--- src/rtl/pwrfail_gate_pkg.sv ---
package pwrfail_gate_pkg;

    typedef enum logic [1:0] {
        LK_RUN  = 2'd0,
        LK_FAIL = 2'd1,
        LK_HOLD = 2'd2
    } lock_state_e;

    typedef enum logic [1:0] {
        WR_IDLE = 2'd0,
        WR_OPEN = 2'd1,
        WR_DROP = 2'd2
    } wr_state_e;

endpackage

--- src/rtl/pwrfail_sync.sv ---
module pwrfail_sync #(
    parameter int          W       = 1,
    parameter int          STAGES  = 2,
    parameter logic [W-1:0] RST_VAL = '0
) (
    input  logic         clk,
    input  logic         rst_n,
    input  logic [W-1:0] d,
    output logic [W-1:0] q
);
    logic [STAGES-1:0][W-1:0] stg;

    always_ff @(posedge clk or negedge rst_n) begin
        if (!rst_n) begin
            stg <= {STAGES{RST_VAL}};
        end else begin
            stg <= {stg[STAGES-2:0], d};
        end
    end

    assign q = stg[STAGES-1];

    initial begin

        stages_min_chk: assert (STAGES >= 2);
    end
endmodule

--- src/rtl/pwrfail_lock.sv ---
module pwrfail_lock
    import pwrfail_gate_pkg::*;
#(
    parameter int HOLD_CYC = 20_000_000
) (
    input  logic clk,
    input  logic rst_n,
    input  logic pf_s,
    output logic locked
);
    localparam int CW = (HOLD_CYC > 1) ? $clog2(HOLD_CYC) : 1;
    localparam logic [CW-1:0] LAST = CW'(HOLD_CYC - 1);

    lock_state_e state, nxt;
    logic [CW-1:0] cnt;

    always_comb begin
        nxt = state;
        unique case (state)
            LK_RUN:  if (pf_s) nxt = LK_FAIL;
            LK_FAIL: if (!pf_s) nxt = LK_HOLD;
            LK_HOLD: begin
                if (pf_s)             nxt = LK_FAIL;
                else if (cnt == LAST) nxt = LK_RUN;
            end
            default: nxt = LK_FAIL;
        endcase
    end

    always_ff @(posedge clk or negedge rst_n) begin
        if (!rst_n) state <= LK_HOLD;
        else        state <= nxt;
    end

    always_ff @(posedge clk or negedge rst_n) begin
        if (!rst_n) begin
            cnt <= '0;
        end else if (state == LK_HOLD && nxt == LK_HOLD) begin
            cnt <= cnt + 1'b1;
        end else begin
            cnt <= '0;
        end
    end

    always_comb locked = (state != LK_RUN);


    pf_forces_fail_chk: assert property (@(posedge clk) disable iff (!rst_n)
        pf_s |=> (state == LK_FAIL));

    hold_persists_chk: assert property (@(posedge clk) disable iff (!rst_n)
        (state == LK_HOLD && !pf_s && cnt != LAST) |=> (state == LK_HOLD));

    hold_restart_chk: assert property (@(posedge clk) disable iff (!rst_n)
        (state == LK_FAIL && !pf_s) |=> (state == LK_HOLD && cnt == '0));
endmodule

--- src/rtl/pwrfail_wr.sv ---
module pwrfail_wr
    import pwrfail_gate_pkg::*;
#(
    parameter int IDX_W = 4
) (
    input  logic             clk,
    input  logic             rst_n,
    input  logic             ce_s,
    input  logic             we_s,
    input  logic             unlocked,
    input  logic             in_reg,
    input  logic [IDX_W-1:0] idx_in,
    output logic             wr_stb,
    output logic [IDX_W-1:0] wr_idx
);
    wr_state_e state, nxt;
    logic      act;
    logic      cap_reg;

    always_comb act = !ce_s && !we_s;

    always_comb begin
        nxt = state;
        unique case (state)
            WR_IDLE: if (act) nxt = unlocked ? WR_OPEN : WR_DROP;
            WR_OPEN: begin
                if (!unlocked) nxt = WR_DROP;
                else if (!act) nxt = WR_IDLE;
            end
            WR_DROP: if (!act) nxt = WR_IDLE;
            default: nxt = WR_IDLE;
        endcase
    end

    always_ff @(posedge clk or negedge rst_n) begin
        if (!rst_n) state <= WR_IDLE;
        else        state <= nxt;
    end

    always_ff @(posedge clk or negedge rst_n) begin
        if (!rst_n) begin
            wr_stb  <= 1'b0;
            wr_idx  <= '0;
            cap_reg <= 1'b0;
        end else begin
            wr_stb <= (state == WR_OPEN) && unlocked && !act && cap_reg;
            if (state == WR_IDLE && act) begin
                cap_reg <= in_reg;
                wr_idx  <= idx_in;
            end
        end
    end


    stb_single_chk: assert property (@(posedge clk) disable iff (!rst_n)
        wr_stb |=> !wr_stb);

    stb_after_end_chk: assert property (@(posedge clk) disable iff (!rst_n)
        wr_stb |-> $past(ce_s || we_s));

    stb_needs_unlock_chk: assert property (@(posedge clk) disable iff (!rst_n)
        wr_stb |-> $past(unlocked));
endmodule

--- src/rtl/pwrfail_mem_gate.sv ---
module pwrfail_mem_gate
    import pwrfail_gate_pkg::*;
#(
    parameter int AW          = 19,
    parameter int IDX_W       = 4,
    parameter int SYNC_STAGES = 2,
    parameter int HOLD_CYC    = 20_000_000
) (
    input  logic             clk,
    input  logic             rst_n,
    input  logic [AW-1:0]    host_addr,
    input  logic             host_ce_n,
    input  logic             host_we_n,
    input  logic             host_oe_n,
    input  logic             pwr_fail,
    output logic             ext_ce_n,
    output logic             ext_oe_n,
    output logic             reg_ce_n,
    output logic             reg_dout_en,
    output logic             reg_wr_stb,
    output logic [IDX_W-1:0] reg_idx,
    output logic             sys_rst_n
);
    localparam int NSIG = 4;

    logic [NSIG-1:0] raw, syn;
    logic ce_s, we_s, oe_s, pf_s;
    logic locked, unlocked;
    logic in_reg, in_sram;

    assign raw = {host_ce_n, host_we_n, host_oe_n, pwr_fail};

    pwrfail_sync #(
        .W(NSIG), .STAGES(SYNC_STAGES), .RST_VAL(4'b1110)
    ) u_sync (
        .clk(clk), .rst_n(rst_n), .d(raw), .q(syn)
    );

    assign {ce_s, we_s, oe_s, pf_s} = syn;

    // Register window: every address bit above the index field set.
    always_comb begin
        in_reg  = &host_addr[AW-1:IDX_W];
        in_sram = !in_reg;
    end

    pwrfail_lock #(.HOLD_CYC(HOLD_CYC)) u_lock (
        .clk(clk), .rst_n(rst_n), .pf_s(pf_s), .locked(locked)
    );

    assign unlocked = !locked;

    pwrfail_wr #(.IDX_W(IDX_W)) u_wr (
        .clk(clk), .rst_n(rst_n), .ce_s(ce_s), .we_s(we_s),
        .unlocked(unlocked), .in_reg(in_reg),
        .idx_in(host_addr[IDX_W-1:0]),
        .wr_stb(reg_wr_stb), .wr_idx(reg_idx)
    );

    always_comb begin
        ext_ce_n    = !(!ce_s && in_sram && unlocked);
        reg_ce_n    = !(!ce_s && in_reg && unlocked);
        ext_oe_n    = oe_s || in_reg;
        reg_dout_en = !ce_s && !oe_s && we_s && in_reg && unlocked;
        sys_rst_n   = unlocked;
    end


    lock_blocks_all_chk: assert property (@(posedge clk) disable iff (!rst_n)
        locked |-> (ext_ce_n && reg_ce_n && !reg_dout_en && !sys_rst_n));

    one_target_chk: assert property (@(posedge clk) disable iff (!rst_n)
        !(!ext_ce_n && !reg_ce_n));

    no_drive_in_write_chk: assert property (@(posedge clk) disable iff (!rst_n)
        !we_s |-> !reg_dout_en);
endmodule

--- config.mk ---
export PLATFORM = sky130hd
export DESIGN_NAME = pwrfail_mem_gate
export DESIGN_NICKNAME = d
export VERILOG_FILES = /design/src/rtl/pwrfail_gate_pkg.sv /design/src/rtl/pwrfail_sync.sv /design/src/rtl/pwrfail_lock.sv /design/src/rtl/pwrfail_wr.sv /design/src/rtl/pwrfail_mem_gate.sv
export SDC_FILE = /design/constraint.sdc
export NUM_CORES = 1
export LEC_CHECK = 0
export ABC_AREA = 1
export BUFFER_PORTS_ARGS = -buffer_cell sky130_fd_sc_hd__buf_2
export CORE_MARGIN = 3
export CORE_UTILIZATION = 55
export DETAILED_ROUTE_END_ITERATION = 10
export PLACE_DENSITY = 0.88
export SLEW_MARGIN = 20
export SYNTH_ARGS = -nofsm -noshare
export SYNTH_HDL_FRONTEND = slang
export SYNTH_SLANG_ARGS = --single-unit
--- constraint.sdc ---
create_clock -name clk -period 1.7 [get_ports clk]
set_clock_uncertainty 0.05 [all_clocks]
set_input_delay 0.17 -clock clk [delete_from_list [all_inputs] [get_ports clk]]
set_output_delay 0.17 -clock clk [all_outputs]
set_load 0.1 [all_outputs]
Yosys cells after proc, flatten, opt, wreduce, memory -nomap -nowiden
Cells that the tools add are included.
Operators by class
  $add $sub $neg: 1
  eq/ne operators: 7
  muxes and demuxes: 11
  reductions and logical operators: 27
Operator list (count)
  25-bit by 1-bit adder with 25-bit output (second input constant): 1
  25-bit equality test (second input constant): 1
  25-bit 2-to-1 mux: 1
  2-bit 2-to-1 mux: 8
  15-bit AND reduction: 1
  1-bit logical AND: 14
  2-bit one-hot mux with 3 select lines: 2
  1-bit zero test: 8
  2-bit equality test (second input constant): 3
  2-bit by 1-bit equality test with 1-bit output (second input constant): 2
  2-bit zero test: 2
  2-bit by 1-bit inequality test with 1-bit output (second input constant): 1
  2-bit nonzero test: 1
  1-bit logical OR: 1
Word-level totals
  register bits: 43
  logic and storage cells: 54

Depth between registers and ports, before layout
Gate-level depths: netlist of run 1.
  depth after elaboration: 7
  mapped depth: 9
  gate-level depth less buffers: 9

By module
Synthesis of run 1 repeated with hierarchy kept, for this count alone.
Second synthesis, totals
  cells, all modules: 280
  area total of the unflattened synthesis: 2233.4 sq um
Modules (own cells, without submodules)
  pwrfail_lock: times used 1, cells an instance 210, area each 1539.0 sq um, sequential area each 676.9 sq um
  pwrfail_wr: times used 1, cells an instance 35, area each 332.8 sq um, sequential area each 200.2 sq um
  pwrfail_sync: times used 1, cells an instance 12, area each 237.7 sq um, sequential area each 207.7 sq um
  pwrfail_mem_gate: times used 1, cells an instance 23, area each 123.9 sq um, sequential area each 0.0 sq um

Worst setup path before layout of run 1
Ideal clock, no wire load.
  path type: flip-flop to output port
  start point: reg u_lock.state[0]
  end point: out reg_dout_en
  arrival time: 4.402 ns
  setup slack: -2.922 ns
  stages on the path, launching flop included: 6
  buffers on the path: 0
  path through: dfrtp_1 -> nor2_1 -> inv_1 -> nor2_1 -> nand3_1 -> nor2_1
On the way
  word-level cells in the longest chain between the ends: 3
Ends and longest elaborated chain
  from (decl): line pwrfail_lock.sv:14  | lock_state_e state, nxt;
  from (signal assigned): line pwrfail_lock.sv:32  | else state <= nxt;
  2-bit nonzero test: line pwrfail_lock.sv:45  | always_comb locked = (state != LK_RUN);
  1-bit zero test: line pwrfail_mem_gate.sv:51  | assign unlocked = !locked;
  net sys_rst_n: line pwrfail_mem_gate.sv:22  | output logic sys_rst_n
  1-bit logical AND: line pwrfail_mem_gate.sv:64  | reg_dout_en = !ce_s && !oe_s && we_s && in_reg && unlocked;
  to (decl): line pwrfail_mem_gate.sv:19  | output logic reg_dout_en,
The timed path passes the listed nets, and every way through them passes these cells.

Final worst setup path of run 1
  start point: reg u_lock.state[0]
  end point: out reg_dout_en
On the way
  word-level cells in the longest chain between the ends: 3
Ends and longest elaborated chain (line)
  2-bit nonzero test: pwrfail_lock.sv:45
  1-bit zero test: pwrfail_mem_gate.sv:51
  1-bit logical AND: pwrfail_mem_gate.sv:64
No other way between the ends.

==> results_dict.tcl, run 1 <==
set metrics [dict create \
    dp_hpwl_mm 3.41 \
    final_net_count 340 \
    hold_path_depth 2 \
    synth_cells 262 \
    avgSynthCellArea_sq_um 8.18 \
    port_buffers 34 \
    fin_hold_ws_ns 0.0596 \
    area_delta_synth_final_pct 24.2 \
    largest_reg_flops 25 \
    dpl_cell_area_sq_um 2480 \
    holdCritPathClass "input port to register" \
    max_cap_violations 0 \
    utilization_pct 71.6 \
    cts.sinks 43 \
    grt_setup_unrepaired "yes" \
    gp_congestion 0.944 \
    seq_area_frac_synth_pct 50.6 \
    wl_per_cell_microns 12.6 \
    yosys_warnings 0 \
    timing.setup.tns_ns 0 \
    path_class "register to output port" \
    period_share_pct 97.0 \
    worstHoldStart "host_addr[2]" \
    synth_seq_cells 43 \
    period_minus_slack_ns 1.65 \
    grt_overflow_total 0 \
    clk_latency_ns 0.31 \
    io_pins 35 \
    r2r_setup_slack_ns 0.12 \
    reg2reg_depth 9 \
    clockBufferDepth 2 \
    diodes 0 \
    drtPass1Iterations 4 \
    cts_tree "done" \
    core_sq_um 3720 \
    worst_slew_margin_rel_pct 58.4 \
    startpoint_type "register" \
    power.total_uw 2170 \
    cp-end-kind "output port" \
    regMostFlops "u_lock.cnt" \
    finalMaxSlewViolations 0 \
    drive_gt1_share_pct 25.4 \
    yosys-top-cells-area "dfrtp_1 42%, nand2_1 12%, nor2_1 12%, dfstp_2 8.6%, inv_1 4.6%" \
    setup_violations 0 \
    grt_max_degree 29 \
    drt_iter0_drc 127 \
    synthesis.area_sq_um 2140 \
    irDropWorstVdd_v 0.000927 \
    die_h_microns 68.4 \
    routed_via_density 5.04 \
    cts-buffers-inserted 5 \
    status "completed" \
    drcViolationCount 0 \
    cp.required_ns 1.48 \
    clk_pin_slew_ns 0.09 \
    rows 22 \
    start_util_pct 57.7 \
    synth_top_area_cell "dfrtp_1" \
    max_freq_mhz 607 \
    hold_violations 0 \
    grt_pass1_vias 1718 \
    ant_nets 0 \
    dieArea_sq_um 4680 \
    synth_fp_nets 288 \
    nFillCells 273 \
    yosysTopAreaCellShare_pct 42.0 \
    tightest_slew_ns 0.625 \
    antenna_found_initial 0 \
    path_max_fanout 3 \
    arrival_ns 1.43 \
    synth.distinct_cells 22 \
    finalInstanceArea_sq_um 2660 \
    grt_pass1_wl_mm 7.46 \
    power.leakage_uw 0.00113 \
    grt_use_total_pct 22.1 \
    cts-root-buf "clkbuf_8" \
    drt_wl_total_mm 4.59 \
    r2r_start "u_lock.cnt[1]" \
    h-tree-depth 2 \
    dieWidth_microns 68.4 \
    r2r-end "u_lock.cnt[0]" \
    power-per-cell-area_nw_per_um2 815 \
    worstHoldEndpoint "u_wr.wr_idx[2]" \
    vias 1828 \
]
[final cells by class]
| type | count | area, sq um | share of cell area, % |
|---|---|---|---|
| tap | 48 | 60.1 | 2.26 |
| multi-input combinational | 190 | 972 | 36.5 |
| sequential | 43 | 1080 | 40.8 |
| clock inverter | 3 | 26.3 | 0.987 |
| clock buffer | 5 | 68.8 | 2.59 |
| inverter | 27 | 101 | 3.81 |
| timing repair buffer | 47 | 348 | 13.1 |
[metal layers]
layer	up-vias	wire [microns]	global-route usage [%]
li1	908	-	-
met1	863	1880	28.1
met2	48	2410	34.7
met3	9	218	6.08
met4	0	81	10.4
met5	-	0	0
[Yosys cell counts]
| master | n |
|---|---|
| inv_2 | 1 |
| a211oi_1 | 1 |
| nand3_2 | 2 |
| nand2_2 | 3 |
| dfrtp_1 | 36 |
| nand3_1 | 13 |
| ha_1 | 1 |
| nand4_4 | 1 |
| dfstp_2 | 7 |
| nor2_4 | 3 |
| o21ai_0 | 2 |
| xnor2_1 | 7 |
| nor2_2 | 2 |
| buf_6 | 2 |
| nor3b_1 | 1 |
| nand2_1 | 71 |
| nor3_2 | 1 |
| nor2_1 | 66 |
| mux2_2 | 4 |
| xor2_1 | 8 |
| inv_1 | 26 |
| nand4_1 | 4 |
[repair_timing]
item                                   4_1_cts  5_1_grt
resized for setup                            0        3
setup endpoints to repair                    0       27
hold buffers                                 5        0
buffers inserted                             0        3
endpoints found under the hold margin       26        0
[how the worst max path moves through the flow]
stage                                from  slack [ns]             to
after CTS                 u_lock.state[0]        0.02    reg_dout_en
final                     u_lock.state[0]        0.05    reg_dout_en
after global placement      u_lock.cnt[0]        0.15  u_lock.cnt[0]
after floorplan           u_lock.state[0]       -0.59    reg_dout_en
after global routing      u_lock.state[0]       -0.02    reg_dout_en
after detailed placement    u_lock.cnt[0]        0.08  u_lock.cnt[3]
[cell usage in the layout, fill, tap and decap left out, types with 6 or more instances in the layout]
master	Yosys	layout
nand2_1	71	71
nor2_1	66	63
dfrtp_1	36	36
buf_2	0	30
inv_1	26	25
nand3_1	13	12
xor2_1	8	8
xnor2_1	7	7
dfstp_2	7	7
nor2_4	3	6
buf_4	0	6
[cell families (layout without fill, tap and decap cells)]
family	Yosys count	after routing	synth area share (%)
buffers and inverters	29	82	5.78
multiplexers	4	4	2.10
AO/OA/AOI/OAI	3	3	0.817
flip-flops	43	43	50.6
XOR/XNOR	15	15	6.13
adder cells (fa/ha/maj)	1	1	0.584
AND/OR/NAND/NOR	167	167	34.0
[power breakdown]
| part | switching (uW) | internal [uW] | total [uW] |
|---|---|---|---|
| registers | 25.2 | 1070 | 1090 |
| logic | 293 | 99.4 | 392 |
| clock network | 379 | 302 | 681 |
[worst max-delay path, stage by stage (launching register included)]
cell and delay, ns:
dfrtp_1 0.42, nor2_4 0.13, inv_2 0.06, nor2_4 0.11
nand3_4 0.11, nor2_4 0.12, buf_12 0.18
[per-stage QoR]
step	cells	setup WS, ns
floorplan	262	-0.594
global placement	347	0.149
detailed placement	347	0.0751
CTS	360	0.0153
global route	363	-0.0227
finish	363	0.0514
No activity file was read; power rests on OpenSTA's default activity.
==> run 2, diff against run 1 <==
- ABC_AREA: 1 -> not set
- CORE_UTILIZATION: 55 -> 54
==> results_dict.tcl, run 2 <==
set metrics [dict create \
    final_net_count 293 \
    synth_edf_count 0 \
    grt_max_degree 23 \
    rows 21 \
    drive_gt1_share_pct 47.4 \
    vias 1851 \
    violations "setup timing" \
    worst_slew_margin_rel_pct 65.0 \
    dominantRegCellSynth "dfrtp_1" \
    largest_reg_flops 25 \
    setup_slack_ns -0.178 \
    yosysTopAreaCellShare_pct 47.0 \
    ant_nets 0 \
    period_share_pct 110 \
    max_cap_violations 0 \
    cts_tree "done" \
    synthesis.area_sq_um 1920 \
    diodes 0 \
    cts.sinks 43 \
    path_class "register to register" \
    grt_setup_unrepaired "yes" \
    drt_iter0_drc 158 \
    routed_via_density 5.89 \
    timing.setup.tns_ns -1.76 \
    port_buffers 34 \
    irDropWorstVdd_v 0.000656 \
    yosysMostFrequentCell "dfrtp_1" \
    power-per-cell-area_nw_per_um2 725 \
    crit_chain "nand4_1, or4_4, buf_6, or3_1, a21oi_1" \
    holdCritPathClass "input port to async pin" \
    cts-root-buf "clkbuf_4" \
    h-tree-depth 2 \
    r2r_setup_slack_ns -0.18 \
    grt_overflow_total 0 \
    fin_cells 314 \
    synth_common_cells "36 x dfrtp_1, 14 x nor2_1, 12 x a21oi_1, 12 x nand3_1, 10 x o21ai_0" \
    period_minus_slack_ns 1.88 \
    mostFrequentLayoutCells "37 x buf_4, 35 x dfrtp_1, 29 x buf_2" \
    critPathMaxStageDelay_ns 0.55 \
    async_reset_ff_share_pct 100 \
    wl_per_cell_microns 17.7 \
    dp_hpwl_mm 3.39 \
    clk_latency_ns 0.36 \
    max_freq_mhz 532 \
    synth_cells 180 \
    final_common_cell "buf_4" \
    synth.distinct_cells 33 \
    status "finished, violations left" \
    regMostFlops "u_lock.cnt" \
    path_max_fanout 8 \
    arrival_ns 2.11 \
    reg2reg_depth 5 \
    finalMaxSlewViolations 0 \
    start_util_pct 56.5 \
    dieWidth_microns 65.6 \
    core_sq_um 3390 \
    cp-end-kind "register" \
    tightest_slew_ns 0.523 \
    dieArea_sq_um 4300 \
    synth_seq_cells 43 \
    startpoint_type "register" \
    die_h_microns 65.6 \
    power.total_uw 2070 \
    grt_pass1_wl_mm 8.08 \
    grt_pass1_vias 1752 \
    setup_violations 26 \
    area_delta_synth_final_pct 49.2 \
    power.leakage_uw 0.00120 \
    drcViolationCount 0 \
    avgSynthCellArea_sq_um 10.6 \
    drt_wl_total_mm 5.56 \
    io_pins 35 \
    clockBufferDepth 2 \
    yosys-top-cells-area "dfrtp_1 47%, dfstp_2 9.6%, xnor2_1 4.1%, a21oi_1 3.1%, nand3_1 3.1%" \
    drtPass1Iterations 4 \
    clk_pin_slew_ns 0.13 \
    hold_violations 0 \
    synth_fp_nets 206 \
    antenna_found_initial 0 \
    nFillCells 163 \
    grt_use_total_pct 25.0 \
    yosys_warnings 0 \
    cp.required_ns 1.93 \
    placed_cells 291 \
    crit_slowest_cell "or4_4" \
    synth_top_area_cell "dfrtp_1" \
    fin_hold_ws_ns 0.249 \
    gp_congestion 0.872 \
    cts-buffers-inserted 5 \
    seq_area_frac_synth_pct 56.6 \
]
run 2: cell count changes after synthesis, moves of 4 or more:
cell / before / now
nor2_1: 66 / 14
or4_1: 0 / 5
nand2_1: 71 / 8
nor4_1: 0 / 7
or3_1: 0 / 8
nand4_1: 4 / 8
a21oi_1: 0 / 12
nor3_1: 0 / 6
inv_1: 26 / 5
xor2_1: 8 / 2
o21ai_0: 2 / 10
run 2: layout make-up:
class | count | area, sq um | share of cell area (%)
clock inverters | 1 | 7.51 | 0.263
flip-flops and latches | 43 | 1090 | 38.0
clock buffers | 7 | 65.1 | 2.28
multi-input cells | 127 | 945 | 33.1
well taps | 46 | 57.6 | 2.01
repair buffers | 85 | 678 | 23.7
inverters | 5 | 18.8 | 0.657
run 2: stage by stage:
| stage | utilization [%] | instance area [sq um] | setup WS (ns) |
|---|---|---|---|
| finish | 84.3 | 2860 | -0.178 |
| global route | 84.3 | 2860 | -0.290 |
| CTS | 82.2 | 2790 | -0.127 |
| detailed placement | 75.2 | 2550 | -0.174 |
| global placement | 75.2 | 2550 | -0.0437 |
| floorplan | - | 2010 | -0.492 |
run 2: logic make-up (layout without fill, tap and decap cells):
| group | Yosys count | in the layout | share of synthesized area, % |
|---|---|---|---|
| and+or+nand+nor | 80 | 80 | 23.8 |
| DFF | 43 | 43 | 56.6 |
| muxes | 5 | 5 | 2.94 |
| xor gates and xnor gates | 11 | 11 | 5.03 |
| adders and majority gates | 1 | 1 | 0.653 |
| AOI/OAI and AO/OA | 30 | 30 | 8.82 |
| buffers and inverters | 10 | 98 | 2.16 |
run 2: worst paths after layout:
kind                           startpoint         endpoint
min reg2reg                 u_sync.stg[1]      u_sync.q[1]
max reg2reg                u_lock.cnt[10]   u_lock.cnt[18]
max in group asynchronous           rst_n  u_lock.state[1]
min in group clk            u_sync.stg[1]      u_sync.q[1]
max                        u_lock.cnt[10]   u_lock.cnt[18]
min                                 rst_n      u_wr.wr_stb
run 2: routing by layer:
metal / up-vias / track usage, % / wire length [microns]
met1: 896 / 30.1 / 2100
met3: 24 / 4.96 / 379
met2: 98 / 42.9 / 2850
met4: 0 / 11.9 / 221
li1: 833 / - / -
met5: - / 0 / 0
run 2: critical path: cells and delay by family, from the launching register on:
| kind | cells | cell delay, ns |
|---|---|---|
| AOI/OAI and AO/OA | 1 | 0.17 |
| DFF | 1 | 0.39 |
| and+or+nand+nor | 3 | 1.03 |
| buffers and inverters | 1 | 0.15 |
run 2: timing repair:
item                                    in CTS  in global routing
gates cloned                                 0                  0
pin swaps                                    8                  9
hold endpoints to repair                    29                  0
resized for setup                           16                  9
buffers inserted                             2                  4
hold buffers                                 9                  0
endpoints found under the setup margin      29                 27
run 2: power by group:
group          switching, uW  internal (uW)  total [uW]
registers               32.8           1070        1100
logic                    278            113         392
clock network            336            242         578
total                    647           1430        2070
